### config.mk
export PLATFORM = sky130hd
export DESIGN_NAME = sup_reset_gen
export DESIGN_NICKNAME = d
export VERILOG_FILES = /design/src/rtl/sup_reset_pkg.sv /design/src/rtl/sup_sync2.sv /design/src/rtl/sup_wdog_timer.sv /design/src/rtl/sup_pulse_gen.sv /design/src/rtl/sup_reset_gen.sv
export SDC_FILE = /design/constraint.sdc
export NUM_CORES = 1
export LEC_CHECK = 0
export ABC_CLOCK_PERIOD_IN_PS = 5150
export BUFFER_PORTS_ARGS = -buffer_cell sky130_fd_sc_hd__buf_2
export CORE_ASPECT_RATIO = 0.6
export CORE_MARGIN = 4
export CORE_UTILIZATION = 64
export CTS_CLUSTER_DIAMETER = 50
export DETAILED_ROUTE_END_ITERATION = 8
export PLACE_DENSITY = 0.89
export SYNTH_ARGS = -nofsm -noshare
export SYNTH_HDL_FRONTEND = slang
export SYNTH_HIERARCHICAL = 1
export SYNTH_SLANG_ARGS = --single-unit
### constraint.sdc
create_clock -name clk -period 5.15 [get_ports clk]
set_clock_uncertainty 0.2 [all_clocks]
set_input_delay 0.2575 -clock clk [delete_from_list [all_inputs] [get_ports clk]]
set_output_delay 0.2575 -clock clk [all_outputs]
set_load 0.03 [all_outputs]
### src/rtl/sup_reset_pkg.sv
// Shared definitions for the supervisory reset generator.
// Assumes a 2-bit watchdog code in which bit 1 set means the line floats.
package sup_reset_pkg;
    typedef enum logic [1:0] {
        WD_LOW   = 2'b00,
        WD_HIGH  = 2'b01,
        WD_FLOAT = 2'b10
    } wd_code_e;

    // True when the code stands for a driven logic level.
    function automatic logic wd_driven(input logic [1:0] code);
        return ~code[1];
    endfunction
endpackage

### src/rtl/sup_sync2.sv
// Two-flop synchroniser for a vector of independent slow signals.
// Assumes each bit settles between flops; RST_VAL loads on reset.
module sup_sync2 #(
    parameter int          W       = 1,
    parameter logic [W-1:0] RST_VAL = '0
) (
    input  logic         clk,
    input  logic         rst_n,
    input  logic [W-1:0] d,
    output logic [W-1:0] q
);
    logic [W-1:0] stage1;

    // Shift the input through two flops.
    always_ff @(posedge clk) begin
        if (!rst_n) begin
            stage1 <= RST_VAL;
            q      <= RST_VAL;
        end else begin
            stage1 <= d;
            q      <= stage1;
        end
    end
endmodule

### src/rtl/sup_wdog_timer.sv
// Watchdog counter: clears on a low/high change, while the line floats,
// or while reset is held. Flags expiry after WD_TICKS counting cycles.
// Assumes code_s is already synchronised.
module sup_wdog_timer
    import sup_reset_pkg::*;
#(
    parameter int WD_TICKS = 64,
    localparam int WCW     = $clog2(WD_TICKS + 1)
) (
    input  logic           clk,
    input  logic           rst_n,
    input  logic [1:0]     code_s,
    input  logic           hold,
    output logic           kick,
    output logic           floating,
    output logic           expire,
    output logic [WCW-1:0] wd_cnt
);
    logic [1:0] prev_code;
    logic       count_en;

    // A kick is a change between two driven levels; floating never counts.
    always_comb begin
        floating = ~wd_driven(code_s);
        kick     = wd_driven(code_s) && wd_driven(prev_code) &&
                   (code_s[0] != prev_code[0]);
        count_en = !hold && !floating && !kick;
        expire   = count_en && (wd_cnt == WCW'(WD_TICKS - 1));
    end

    // Remember the previous synchronised code for change detection.
    always_ff @(posedge clk) begin
        if (!rst_n) prev_code <= WD_FLOAT;
        else        prev_code <= code_s;
    end

    // Count while enabled; saturate at the expiry value.
    always_ff @(posedge clk) begin
        if (!rst_n || !count_en)               wd_cnt <= '0;
        else if (wd_cnt != WCW'(WD_TICKS - 1)) wd_cnt <= wd_cnt + 1'b1;
    end
endmodule

### src/rtl/sup_pulse_gen.sv
// Reset pulse stretcher. Holds reset while the supply is bad or a
// trigger is present, then releases it RST_TICKS cycles later.
// Assumes sok_s is synchronised.
module sup_pulse_gen #(
    parameter int RST_TICKS = 16,
    localparam int RCW      = $clog2(RST_TICKS + 1)
) (
    input  logic           clk,
    input  logic           rst_n,
    input  logic           sok_s,
    input  logic           trigger,
    output logic           asserted,
    output logic [RCW-1:0] pcnt
);
    // Restart on any cause; count out the stretch once all causes clear.
    always_ff @(posedge clk) begin
        if (!rst_n || !sok_s || trigger) begin
            asserted <= 1'b1;
            pcnt     <= '0;
        end else if (asserted) begin
            if (pcnt == RCW'(RST_TICKS - 1)) asserted <= 1'b0;
            else                             pcnt     <= pcnt + 1'b1;
        end
    end
endmodule

### src/rtl/sup_reset_gen.sv
// Top of the supervisory reset generator. Synchronises the supply flag
// and the watchdog code, runs the watchdog, and stretches the reset.
// Assumes the tick parameters are at least 2.
module sup_reset_gen
    import sup_reset_pkg::*;
#(
    parameter int RST_TICKS = 2000,
    parameter int WD_TICKS  = 16000,
    localparam int RCW      = $clog2(RST_TICKS + 1),
    localparam int WCW      = $clog2(WD_TICKS + 1)
) (
    input  logic       clk,
    input  logic       rst_n,
    input  logic       supply_ok,
    input  logic [1:0] wdog_code,
    output logic       rst_out_n,
    output logic       rst_out
);
    logic           sok_s;
    logic [1:0]     code_s;
    logic           kick;
    logic           floating;
    logic           expire;
    logic [WCW-1:0] wd_cnt;
    logic           asserted;
    logic [RCW-1:0] pcnt;

    sup_sync2 #(.W(1), .RST_VAL(1'b0)) u_sync_sup (
        .clk(clk), .rst_n(rst_n), .d(supply_ok), .q(sok_s)
    );

    sup_sync2 #(.W(2), .RST_VAL(WD_FLOAT)) u_sync_wd (
        .clk(clk), .rst_n(rst_n), .d(wdog_code), .q(code_s)
    );

    sup_wdog_timer #(.WD_TICKS(WD_TICKS)) u_wdog (
        .clk(clk), .rst_n(rst_n), .code_s(code_s), .hold(asserted),
        .kick(kick), .floating(floating), .expire(expire), .wd_cnt(wd_cnt)
    );

    sup_pulse_gen #(.RST_TICKS(RST_TICKS)) u_pulse (
        .clk(clk), .rst_n(rst_n), .sok_s(sok_s), .trigger(expire),
        .asserted(asserted), .pcnt(pcnt)
    );

    // Drive both polarities from the one pulse register.
    always_comb begin
        rst_out_n = ~asserted;
        rst_out   = asserted;
    end
endmodule

==> metrics.yaml <==
outcome:
  status: "complete, no violations"
timing:
  final.setup.tns_ps: 0
  hold-worst-slack_ps: 79.3
  fmax_mhz: 401
  slew_headroom_pct: 31.5
  hold_viol: 0
  rsz0062_at_grt: "no"
  setup_violations: 0
  fin_crit_ps: 2500
  fin_crit_sh_pct: 48.5
  worst_pin_slew_ps: 1020
  drv_slew: 0
global_route:
  grt_pass1_wl_um: 6380
  antenna_found_initial: 0
  first_global_vias: 1361
  grt_usage_pct: 25.3
  gr-total-overflow: 0
  grt_max_degree: 18
worst_setup_path:
  worst_ep_arrival_time_ps: 2460
  worstPathRequired_ps: 5110
  crit_start: "u_wdog/wd_cnt[0]"
  start_kind: "flip-flop"
  r2r_start: "u_wdog/wd_cnt[0]"
  reg2reg_to: "u_pulse/pcnt[0]"
  r2r_setup_slack_ps: 2650
  worstSetupEndpointType: "flip-flop"
  critPathKind: "reg2reg"
  critPathMaxFanout: 11
  worst-r2r-cell-count: 7
  crit_end: "u_pulse/pcnt[0]"
drt:
  drcViolationCount: 0
  wl_per_cell_um: 18.1
  ant_nets: 0
  detail_route.first_pass.iterations: 4
  drt_wl_total_um: 3870
  avgViaCountPerCell: 7.04
  drt_iter0_drc: 196
  vias: 1507
place:
  gp_congestion: 0.910
  place_hpwl_um: 2680
  port_buffers: 6
logic_synthesis:
  synth.avg_cell_area_sq_um: 9.47
  synth_nets: 180
  netlist_area_sq_um: 1640
  yosysWarnings: 6
  synthCells: 173
clock_tree:
  cts_root_buf: "clkbuf_8"
  path_clk_slew_ps: 60
  cts_buffers: 5
  clock_sinks: 34
  htreeDepth: 2
  cts_tree: "done"
  cts_buffer_depth: 2
  clk_latency_ps: 290
layout:
  nNetsFinal: 191
  n_antenna_cell: 0
  fill_cells: 137
  drive_gt1_share_pct: 15.2
  area_growth_pct: 11.0
die:
  start_util_pct: 71.5
  die_h_um: 47.2
  coreArea_sq_um: 2290
  io_pins: 7
  die_x_um: 73.3
  rows: 13
  dieArea_sq_um: 3460
min_path:
  hp-class: "in2reg"
flow_run:
  maxCapViolCount: 0
power:
  total_power_uw: 523
  p_per_area_nw_per_um2: 287
  p_leak_uw: 0.000579
  ir_drop_v: 0.000181
==> cells in the final DEF (no fill, tap or decap), types with 2 or more instances in the layout <==
master         count
ha_1               2
a21oi_1           12
or4_1              7
a211oi_2           4
nor4_1             2
clkbuf_8           6
mux2i_1            8
buf_2              6
nand2b_1           8
dlygate4sd3_1      3
o2111ai_1          6
inv_1              6
a31oi_1            4
dfxtp_1           34
and4_1             2
nand3_1            6
and2_1             6
o21ai_0            5
o31ai_1            8
nor3_1             4
nand4_2            2
nand2_1           11
nor2_1             4
nand4_1            5
or3_1              3
and4_2             3
==> state kept, by name, summed over array words and instances (netlist names) <==
signal and count:
u_wdog/wd_cnt 14, u_sync_sup/stage1 1, u_wdog/prev_code 2, u_sync_sup/q 1
u_pulse/pcnt 11, u_sync_wd/q 2, u_pulse/asserted 1, u_sync_wd/stage1 2
==> final cells by class <==
type                    instances  area [sq um]  share of cell area (%)
flip-flops and latches         34           681                    37.4
clock buffers                   6          82.6                    4.54
multi-input cells             128           906                    49.8
inverters                       6          22.5                    1.24
clock inverters                 1          30.0                    1.65
well taps                      30          37.5                    2.06
repair buffers                  9          60.1                    3.30
==> per-layer routing <==
layer / vias up / GRT usage (%) / share of wire [%]
met5: - / 0 / 0
met4: 0 / 10.5 / 1.4
met3: 9 / 7.26 / 7.3
met2: 68 / 42.1 / 47
met1: 732 / 31.6 / 44
li1: 698 / - / -
==> report_power, final <==
group	internal (uW)	switching, uW
clock	155	90.7
sequential	266	1.56
combinational	4.75	5.39
total	425	97.6
==> worst min-delay path by stage <==
stage | from | cells past startpoint | endpoint | slack, ps
after floorplan | rst_n | 1 | u_sync_wd/q[1] | 130
after global placement | u_sync_wd/stage1[1] | 1 | u_sync_wd/q[1] | 200
after detailed placement | u_sync_wd/stage1[1] | 1 | u_sync_wd/q[1] | 200
after CTS | rst_n | 2 | u_sync_wd/stage1[1] | 80
after global routing | rst_n | 2 | u_sync_wd/q[1] | 90
final | rst_n | 2 | u_sync_wd/stage1[1] | 80
==> stage by stage <==
step | area, sq um | utilization (%) | std cells | setup slack (ps)
CTS | 1820 | 79.3 | 214 | 2710
floorplan | 1640 | - | 173 | 2890
detailed placement | 1680 | 73.1 | 204 | 2710
global placement | 1680 | 73.1 | 204 | 2900
finish | 1820 | 79.3 | 214 | 2650
global route | 1820 | 79.3 | 214 | 2530
==> critical path, stage by stage, from the launching register on <==
cell and delay [ps]:
dfxtp_1 400, ha_1 330, nand2_1 180, or4_4 580
nor2_1 140, and3b_1 310, nand2b_1 150, mux2i_1 90
==> what timing repair did <==
item,in CTS,in global routing
setup buffers,0,0
hold buffers,3,0
endpoints found under the hold margin,3,0
gates resized for setup,0,0
(Power assumes the default switching activity.)
